`src/rtl/instr_dec_pkg.sv`:
```
package instr_dec_pkg;
  localparam int INSTR_W = 12;

  typedef enum logic [1:0] {OPA_W = 2'd0, OPA_SRC = 2'd1, OPA_LIT = 2'd2, OPA_MASK = 2'd3} opa_e;
  typedef enum logic [1:0] {OPB_W = 2'd0, OPB_SRC = 2'd1, OPB_LIT = 2'd2, OPB_ONE = 2'd3} opb_e;
  typedef enum logic [3:0] {
    ALU_ADD = 4'd0, ALU_AND = 4'd1, ALU_OR = 4'd2, ALU_XOR = 4'd3,
    ALU_COM = 4'd4, ALU_ROR = 4'd5, ALU_ROL = 4'd6, ALU_SWAP = 4'd7,
    ALU_SUB = 4'd8
  } alu_op_e;

  typedef struct packed {
    opa_e    opa;
    opb_e    opb;
    alu_op_e op;
    logic    w_we;
    logic    f_we;
    logic    z_we;
    logic    c_we;
    logic    mask_inv;
    logic    opt_ld;
    logic    tris_ld;
  } ctrl_t;

  function automatic ctrl_t ctrl_idle();
    ctrl_t c;
    c = '0;
    c.opa = OPA_W;
    c.opb = OPB_W;
    c.op  = ALU_ADD;
    return c;
  endfunction

  function automatic ctrl_t ctrl_alu(opa_e a, opb_e b, alu_op_e op);
    ctrl_t c;
    c = ctrl_idle();
    c.opa = a;
    c.opb = b;
    c.op  = op;
    return c;
  endfunction
endpackage

```
`src/rtl/byte_op_dec.sv`:
```
module byte_op_dec
  import instr_dec_pkg::*;
#(
  parameter int IW = INSTR_W
) (
  input  logic [IW-1:0] instr_i,
  output logic          hit_o,
  output ctrl_t         ctrl_o
);
  localparam int OPC_LSB = IW - 6;
  localparam int DST_BIT = 5;

  logic [3:0] sub_op;
  logic       dst_f;

  assign sub_op = instr_i[OPC_LSB+3:OPC_LSB];
  assign dst_f  = instr_i[DST_BIT];
  assign hit_o  = (instr_i[IW-1:IW-2] == 2'b00) && (sub_op >= 4'd2);

  always_comb begin
    ctrl_o = ctrl_idle();
    if (hit_o) begin
      unique case (sub_op)
        4'd2:  begin ctrl_o = ctrl_alu(OPA_SRC, OPB_W,   ALU_SUB);  ctrl_o.z_we = 1'b1; ctrl_o.c_we = 1'b1; end
        4'd3:  begin ctrl_o = ctrl_alu(OPA_SRC, OPB_ONE, ALU_SUB);  ctrl_o.z_we = 1'b1; end
        4'd4:  begin ctrl_o = ctrl_alu(OPA_W,   OPB_SRC, ALU_OR);   ctrl_o.z_we = 1'b1; end
        4'd5:  begin ctrl_o = ctrl_alu(OPA_W,   OPB_SRC, ALU_AND);  ctrl_o.z_we = 1'b1; end
        4'd6:  begin ctrl_o = ctrl_alu(OPA_W,   OPB_SRC, ALU_XOR);  ctrl_o.z_we = 1'b1; end
        4'd7:  begin ctrl_o = ctrl_alu(OPA_W,   OPB_SRC, ALU_ADD);  ctrl_o.z_we = 1'b1; ctrl_o.c_we = 1'b1; end
        4'd8:  begin ctrl_o = ctrl_alu(OPA_SRC, OPB_SRC, ALU_OR);   ctrl_o.z_we = 1'b1; end
        4'd9:  begin ctrl_o = ctrl_alu(OPA_SRC, OPB_SRC, ALU_COM);  ctrl_o.z_we = 1'b1; end
        4'd10: begin ctrl_o = ctrl_alu(OPA_SRC, OPB_ONE, ALU_ADD);  ctrl_o.z_we = 1'b1; end
        4'd11: ctrl_o = ctrl_alu(OPA_SRC, OPB_ONE, ALU_SUB);
        4'd12: begin ctrl_o = ctrl_alu(OPA_SRC, OPB_SRC, ALU_ROR);  ctrl_o.c_we = 1'b1; end
        4'd13: begin ctrl_o = ctrl_alu(OPA_SRC, OPB_SRC, ALU_ROL);  ctrl_o.c_we = 1'b1; end
        4'd14: ctrl_o = ctrl_alu(OPA_SRC, OPB_SRC, ALU_SWAP);
        default: ctrl_o = ctrl_alu(OPA_SRC, OPB_ONE, ALU_ADD);
      endcase
      ctrl_o.w_we = ~dst_f;
      ctrl_o.f_we = dst_f;
    end
  end


  always_comb begin
    if (hit_o) begin
      dest_excl_chk: assert (ctrl_o.w_we ^ ctrl_o.f_we)
        else $error("byte word must write exactly one destination");
    end
  end


  always_comb begin
    if (hit_o && (ctrl_o.op inside {ALU_ROR, ALU_ROL})) begin
      rot_flag_chk: assert (ctrl_o.c_we && !ctrl_o.z_we)
        else $error("rotate must enable carry only");
    end
  end
endmodule

```
`src/rtl/zpage_dec.sv`:
```
module zpage_dec
  import instr_dec_pkg::*;
#(
  parameter int IW = INSTR_W
) (
  input  logic [IW-1:0] instr_i,
  output logic          hit_o,
  output ctrl_t         ctrl_o
);
  localparam int LOW_W = 5;

  logic             page_hi;
  logic             dst_f;
  logic [LOW_W-1:0] low;

  assign hit_o   = (instr_i[IW-1:7] == '0);
  assign page_hi = instr_i[6];
  assign dst_f   = instr_i[5];
  assign low     = instr_i[LOW_W-1:0];

  always_comb begin
    ctrl_o = ctrl_idle();
    if (hit_o) begin
      if (!page_hi) begin
        if (dst_f) begin
          ctrl_o      = ctrl_alu(OPA_W, OPB_W, ALU_OR);
          ctrl_o.f_we = 1'b1;
        end else if (low == 5'd2) begin
          ctrl_o        = ctrl_alu(OPA_W, OPB_W, ALU_OR);
          ctrl_o.opt_ld = 1'b1;
        end else if (low >= 5'd5 && low <= 5'd7) begin
          ctrl_o         = ctrl_alu(OPA_W, OPB_W, ALU_OR);
          ctrl_o.tris_ld = 1'b1;
        end
      end else begin
        if (dst_f) begin
          ctrl_o      = ctrl_alu(OPA_W, OPB_W, ALU_XOR);
          ctrl_o.f_we = 1'b1;
          ctrl_o.z_we = 1'b1;
        end else if (low == '0) begin
          ctrl_o      = ctrl_alu(OPA_W, OPB_W, ALU_XOR);
          ctrl_o.w_we = 1'b1;
          ctrl_o.z_we = 1'b1;
        end
      end
    end
  end


  always_comb begin
    if (hit_o) begin
      strobe_excl_chk: assert (!(ctrl_o.opt_ld && ctrl_o.tris_ld))
        else $error("option and tristate strobes together");
      strobe_quiet_chk: assert (!(ctrl_o.opt_ld || ctrl_o.tris_ld) ||
                                !(ctrl_o.w_we || ctrl_o.f_we || ctrl_o.z_we))
        else $error("load strobe with a write enable");
    end
  end
endmodule

```
`src/rtl/bit_op_dec.sv`:
```
module bit_op_dec
  import instr_dec_pkg::*;
#(
  parameter int IW = INSTR_W
) (
  input  logic [IW-1:0] instr_i,
  output logic          hit_o,
  output ctrl_t         ctrl_o
);
  logic [1:0] kind;

  assign hit_o = (instr_i[IW-1:IW-2] == 2'b01);
  assign kind  = instr_i[IW-3:IW-4];

  always_comb begin
    ctrl_o = ctrl_idle();
    if (hit_o) begin
      unique case (kind)
        2'b00: begin
          ctrl_o          = ctrl_alu(OPA_MASK, OPB_SRC, ALU_AND);
          ctrl_o.mask_inv = 1'b1;
          ctrl_o.f_we     = 1'b1;
        end
        2'b01: begin
          ctrl_o      = ctrl_alu(OPA_MASK, OPB_SRC, ALU_OR);
          ctrl_o.f_we = 1'b1;
        end
        default: ctrl_o = ctrl_alu(OPA_MASK, OPB_SRC, ALU_AND);
      endcase
    end
  end


  always_comb begin
    if (hit_o && kind[1]) begin
      bit_test_quiet_chk: assert (!ctrl_o.w_we && !ctrl_o.f_we && !ctrl_o.mask_inv)
        else $error("bit test must not write");
    end
  end
endmodule

```
`src/rtl/lit_ctl_dec.sv`:
```
module lit_ctl_dec
  import instr_dec_pkg::*;
#(
  parameter int IW = INSTR_W
) (
  input  logic [IW-1:0] instr_i,
  output logic          hit_o,
  output ctrl_t         ctrl_o
);
  logic [2:0] kind;

  assign hit_o = instr_i[IW-1];
  assign kind  = instr_i[IW-2:IW-4];

  always_comb begin
    ctrl_o = ctrl_idle();
    if (hit_o) begin
      unique case (kind)
        3'b000: begin ctrl_o = ctrl_alu(OPA_LIT, OPB_LIT, ALU_OR);  ctrl_o.w_we = 1'b1; end
        3'b100: begin ctrl_o = ctrl_alu(OPA_LIT, OPB_LIT, ALU_OR);  ctrl_o.w_we = 1'b1; end
        3'b101: begin ctrl_o = ctrl_alu(OPA_W, OPB_LIT, ALU_OR);  ctrl_o.w_we = 1'b1; ctrl_o.z_we = 1'b1; end
        3'b110: begin ctrl_o = ctrl_alu(OPA_W, OPB_LIT, ALU_AND); ctrl_o.w_we = 1'b1; ctrl_o.z_we = 1'b1; end
        3'b111: begin ctrl_o = ctrl_alu(OPA_W, OPB_LIT, ALU_XOR); ctrl_o.w_we = 1'b1; ctrl_o.z_we = 1'b1; end
        default: ctrl_o = ctrl_idle();
      endcase
    end
  end


  always_comb begin
    if (hit_o && !kind[2] && (kind != 3'b000)) begin
      branch_quiet_chk: assert (!ctrl_o.w_we && !ctrl_o.f_we && !ctrl_o.z_we && !ctrl_o.c_we)
        else $error("call/jump must not write");
    end
  end
endmodule

```
`src/rtl/instr_ctrl_dec.sv`:
```
module instr_ctrl_dec
  import instr_dec_pkg::*;
#(
  parameter int IW = INSTR_W
) (
  input  logic [IW-1:0] instr_i,
  output logic [1:0]    opa_sel_o,
  output logic [1:0]    opb_sel_o,
  output logic [3:0]    alu_op_o,
  output logic          w_we_o,
  output logic          f_we_o,
  output logic          z_we_o,
  output logic          c_we_o,
  output logic          mask_inv_o,
  output logic          opt_ld_o,
  output logic          tris_ld_o
);
  localparam int N_DEC = 4;

  logic  [N_DEC-1:0] hit;
  ctrl_t             sub_ctrl [N_DEC];
  ctrl_t             ctrl;

  byte_op_dec #(.IW(IW)) u_byte (.instr_i(instr_i), .hit_o(hit[0]), .ctrl_o(sub_ctrl[0]));
  zpage_dec   #(.IW(IW)) u_zpg  (.instr_i(instr_i), .hit_o(hit[1]), .ctrl_o(sub_ctrl[1]));
  bit_op_dec  #(.IW(IW)) u_bit  (.instr_i(instr_i), .hit_o(hit[2]), .ctrl_o(sub_ctrl[2]));
  lit_ctl_dec #(.IW(IW)) u_lit  (.instr_i(instr_i), .hit_o(hit[3]), .ctrl_o(sub_ctrl[3]));

  // Sub-decoders output idle when not hit, so an OR merge is exact.
  always_comb begin
    ctrl = '0;
    for (int i = 0; i < N_DEC; i++) ctrl = ctrl | sub_ctrl[i];
  end

  assign opa_sel_o  = ctrl.opa;
  assign opb_sel_o  = ctrl.opb;
  assign alu_op_o   = ctrl.op;
  assign w_we_o     = ctrl.w_we;
  assign f_we_o     = ctrl.f_we;
  assign z_we_o     = ctrl.z_we;
  assign c_we_o     = ctrl.c_we;
  assign mask_inv_o = ctrl.mask_inv;
  assign opt_ld_o   = ctrl.opt_ld;
  assign tris_ld_o  = ctrl.tris_ld;


  always_comb begin
    class_onehot_chk: assert ($onehot(hit))
      else $error("instruction claimed by %0d sub-decoders", $countones(hit));
  end


  always_comb begin
    if (mask_inv_o) begin
      mask_inv_src_chk: assert (opa_sel_o == OPA_MASK && alu_op_o == ALU_AND)
        else $error("mask inversion outside bit clear");
    end
  end


  always_comb begin
    if (c_we_o) begin
      carry_op_chk: assert (alu_op_o inside {ALU_ADD, ALU_SUB, ALU_ROR, ALU_ROL})
        else $error("carry enable with non-carry op");
    end
  end
endmodule

```
`config.mk`:
```
export PLATFORM = sky130hd
export DESIGN_NAME = instr_ctrl_dec
export DESIGN_NICKNAME = d
export VERILOG_FILES = /design/src/rtl/instr_dec_pkg.sv /design/src/rtl/byte_op_dec.sv /design/src/rtl/zpage_dec.sv /design/src/rtl/bit_op_dec.sv /design/src/rtl/lit_ctl_dec.sv /design/src/rtl/instr_ctrl_dec.sv
export SDC_FILE = /design/constraint.sdc
export NUM_CORES = 1
export LEC_CHECK = 0
export BUFFER_PORTS_ARGS = -buffer_cell sky130_fd_sc_hd__buf_4
export CORE_AREA = 5 5 42 44
export DETAILED_ROUTE_END_ITERATION = 16
export DIE_AREA = 0 0 47 49
export PLACE_DENSITY = 0.72
export REMOVE_ABC_BUFFERS = 1
export SYNTH_ARGS = -nofsm -noshare
export SYNTH_HDL_FRONTEND = slang
export SYNTH_SLANG_ARGS = --single-unit
```
`constraint.sdc`:
```
create_clock -name vclk -period 1.7
set_clock_uncertainty 0.1 [all_clocks]
set_input_delay 0.085 -clock vclk [all_inputs]
set_output_delay 0.085 -clock vclk [all_outputs]
set_load 0.01 [all_outputs]
```
# Word-level counts from Yosys, hierarchy flattened
# Memories as Yosys holds them, arrays and structs flattened.
# Index checks and enable logic that the tools add are counted.
# totals
reg_bits	0
latchBits	0
mem_bits_rw	0
rom_bits	144
input_bits	12
output_inout_bits	15
mem_count	1
# classes
add_sub_neg	0
multipliers	0
div_mod_pow	0
magnitude_cmp	3
n_eq_ne	7
shift	0
n_mux	12
bitwise	4
reduce_logical	8
# memory_table
memory	depth	width	rd	rd_ports_with_merged_regs	wr	line_no	rtl
(name not given)	16	9	1	0	0	byte_op_dec.sv:23	unique case (sub_op)
# op_table
op	n
two-way mux 15 bit	8
case mux 15 bit (4 select lines)	1
bitwise OR 15 bit	3
two-way mux 9 bit	2
case mux 9 bit (2 select lines)	1
== test 3 bit (second input constant)	4
logical NOT 5 bit	2
== test 5 x 2 -> 1 bit (second input constant)	1
greater-or-equal comparator 5 x 3 -> 1 bit (second input constant)	1
<= comparator 5 x 3 -> 1 bit (second input constant)	1
== test 2 x 1 -> 1 bit (second input constant)	2
greater-or-equal comparator 4 x 2 -> 1 bit (second input constant)	1
logical NOT 2 bit	2
logical NOT 3 bit	1
logical AND 1 bit	2
OR reduction 2 bit	1
inverter 1 bit	1

# Longest topological paths before layout
# logic_depth
ltp_word	10
ltp_mapped	6
mapped_depth_nobuf	6

# Cells and area by module
# A second synthesis with hierarchy kept.
# hier_totals
hier_cells	126
hier_area_um2	915.9
# by_module_without_submodules
module	n_inst	cells_each	area_per_inst_um2	seq_area_each_um2
byte_op_dec	1	43	317.8	0.0
zpage_dec	1	29	217.7	0.0
bit_op_dec	1	19	133.9	0.0
lit_ctl_dec	1	20	133.9	0.0
instr_ctrl_dec	1	15	112.6	0.0

# Worst setup path before layout
# No wires, ideal clock.
# synth_path
path_kind	input -> output
start	in instr_i[6]
end	out w_we_o
t_arrival_ns	0.932
path_slack_ns	0.583
path_stages	5
path_buffers	0
cell_sequence	inv_1 -> ha_1 -> o41ai_2 -> o21ai_1 -> a31o_1
# synth_between
elab_chain_cells	6
elab_cells_between_ends	8
# synth_lines
item	line_no	rtl
start: declaration	instr_ctrl_dec.sv:6	input logic [IW-1:0] instr_i,
greater-or-equal comparator 4 x 2 -> 1 bit	byte_op_dec.sv:18	assign hit_o = (instr_i[IW-1:IW-2] == 2'b00) && (sub_op >= 4'd2);
logical AND 1 bit	byte_op_dec.sv:18	
two-way mux 15 bit	byte_op_dec.sv:22	if (hit_o) begin
bitwise OR 15 bit * (3 in a row)	instr_ctrl_dec.sv:32	for (int i = 0; i < N_DEC; i++) ctrl = ctrl | sub_ctrl[i];
end: declaration	instr_ctrl_dec.sv:10	output logic w_we_o,
# Every way passes the cells marked *; elsewhere a longest branch is shown, timed or not.

# Worst setup path in the final report
# Same ends and word-level chain as after synthesis.

==> results.md <==
* Hold slack at around 0.42 ns
* # DRC at 0
* Critical Path Sink Type: output pin
* Seq cells at 0
* Post-Place Cells at between 100 and 150
* Startpoint types: primary input
* Tcrit/Tclk final at 0.861
* First-pass GRT wire length at 2.48 mm
* Cell area after synthesis at around 520 um^2
* Commonest cells after routing, fill and taps aside: buf_4, nand2_1, nor2_1, o21ai_0, ha_1
* DRT antenna net count at 0
* Buffers and inverters on the worst path at 3
* M3 GR Usage at 0.00738
* Shortest period the worst path allows at approximately 1.5 ns
* ANT cells at 0
* Non-Filler Instances at around 120
* Power per Cell Area at 237 nW/um^2
* Row count at 14
* Final hold vios at 0
* Largest net degree at the start of global routing at 19
* Pre-CTS WS at approximately 0.23 ns
* CP peak stage delay at between 0.2 and 0.3 ns
* Status: complete, no violations
* Max VDD drop at just over 0.1 mV
* Total Power at ~0.17 mW
* Final core occ at 0.502
* Crit Path Class: in -> out
* GP Congestion at approximately 0.82
* Hpwl dp at 1.14 mm
* Core area at between 1000 and 1500 um^2
* Hold Crit Class: in -> out
* Crit path DAT at around 1.3 ns
* Setup repair after global routing missed its margin: no
* Final wirelength at between 1 and 1.5 mm
* WP data required at around 1.5 ns
* Die Area at between 2000 and 2500 um^2
* Initial DRC Count at 19
* IO buf count at 27
* P_leak at between 0.3 and 0.4 nW
* Layout area overhead at 35.1%
* Die span in x at 47 um
* Drt pass-1 iters at 4
* Worst-margin pin slew at ~0.32 ns
* Fin. max-slew vios at 0
* WL per Instance at 12.5 um
* Initial core utilization at 0.371
* Synthesized area per cell at between 6 and 7 um^2
* Slew HR at 0.783
* Initial antenna violation count at 0
* Hold Buf Count CTS at 0
* Cell chain of the critical path: buf_4 > inv_1 > ha_1 > o41ai_2 > o21ai_1 > a31o_1 > buf_4
* CP dominant cell by count: buf_4
* Max_cap viols at 0
* Fin nets at 118
* # IOs at 27
* Final instance area at between 700 and 800 um^2
* Die H at approximately 50 um
* Share of cells above drive strength 1 at 0.343
* Max stage delay cell, worst path: o41ai_2
* Cell count after synthesis at a little under 80
* Post-CTS sizing at 0
* Most common cell after layout, fill and taps aside: buf_4
* Fillers at between 100 and 150
* Crit Path Max Fanout at 8
* Final setup fails at 0
* Vias in the first global route at approximately 570
* Met2 Track Usage GR at 0.208
* Grt met1 use at 0.198
* Synth unique cells at 35
* Clock buffer count at 0
* Post-place instance area at about 700 um^2
* Synth warnings at 0
* GRT busiest layer: met2
* Post-CTS Repair Setup Buffers at 0
* Final WS setup at between 0.2 and 0.25 ns
* Crit-path leading delay family: compound AO/OA/AOI/OAI gates
* Setup TNS at 0 ns
* Total number of vias at about 640
* Overall Global Routing Usage at 0.130
* Max frequency at just under 0.7 GHz
* Reg area at 0 um^2
* Via/cell ratio at 5.59
* Post-synthesis sequential area ratio at 0
* GRT overflow at 0
kinds of logic (layout without fill, tap and decap cells):
logic type / after synthesis / count (layout) / share of synthesized area
adder cells (fa/ha/maj): 5 / 5 / 0.120
multiplexers: 3 / 3 / 0.0601
AND/OR/NAND/NOR: 35 / 35 / 0.377
buffers and inverters: 9 / 31 / 0.106
AO/OA/AOI/OAI: 25 / 25 / 0.337
per-layer routing:
| layer | up-vias | part of all wire |
|---|---|---|
| li1 | 331 | - |
| met2 | 26 | 0.48 |
| met4 | 0 | 0 |
| met5 | - | 0 |
| met1 | 286 | 0.44 |
| met3 | 0 | 0.081 |
where the power goes:
part           internal, mW  total (mW)  switching, mW
clock network             0           0              0
logic                0.0776       0.167         0.0892
registers                 0           0              0
layout make-up:
class / instances / area, um^2 / share of cell area
multi-input cells: 68 / 465 / 0.662
repair buffers: 27 / 203 / 0.288
inverters: 4 / 15.0 / 0.0214
well taps: 16 / 20.0 / 0.0285
path summary, 6_finish.rpt:
| path | endpoint | from | cells after the start |
|---|---|---|---|
| setup / recovery | w_we_o | instr_i[6] | 7 |
| hold / removal | tris_ld_o | instr_i[0] | 3 |
synth_stat cells, drive strengths merged:
cell	instances	area share
nand2	10	0.077
nor2	8	0.072
o21ai	8	0.077
buf	5	0.077
ha	5	0.12
a21oi	4	0.038
inv	4	0.029
nand2b	3	0.036
nor3	3	0.038
a211oi	2	0.029
and3	2	0.024
mux2i	2	0.038
nor2b	2	0.024
nor4	2	0.048
or2	2	0.024
a221oi	1	0.017
a31o	1	0.017
a31oi	1	0.012
a32oi	1	0.017
and2	1	0.012
mux2	1	0.022
nand3	1	0.0096
nand4	1	0.012
o2111ai	1	0.017
o211a	1	0.019
o211ai	1	0.014
o311ai	1	0.017
o31a	1	0.017
o31ai	1	0.014
o41ai	1	0.031
worst min-delay path: cells and delay by family:
| kind | cells | cell delay, ns |
|---|---|---|
| AO/OA/AOI/OAI | 1 | 0.13 |
| buffers and inverters | 2 | 0.21 |
Note: power is estimated with default switching activity, not from simulation.
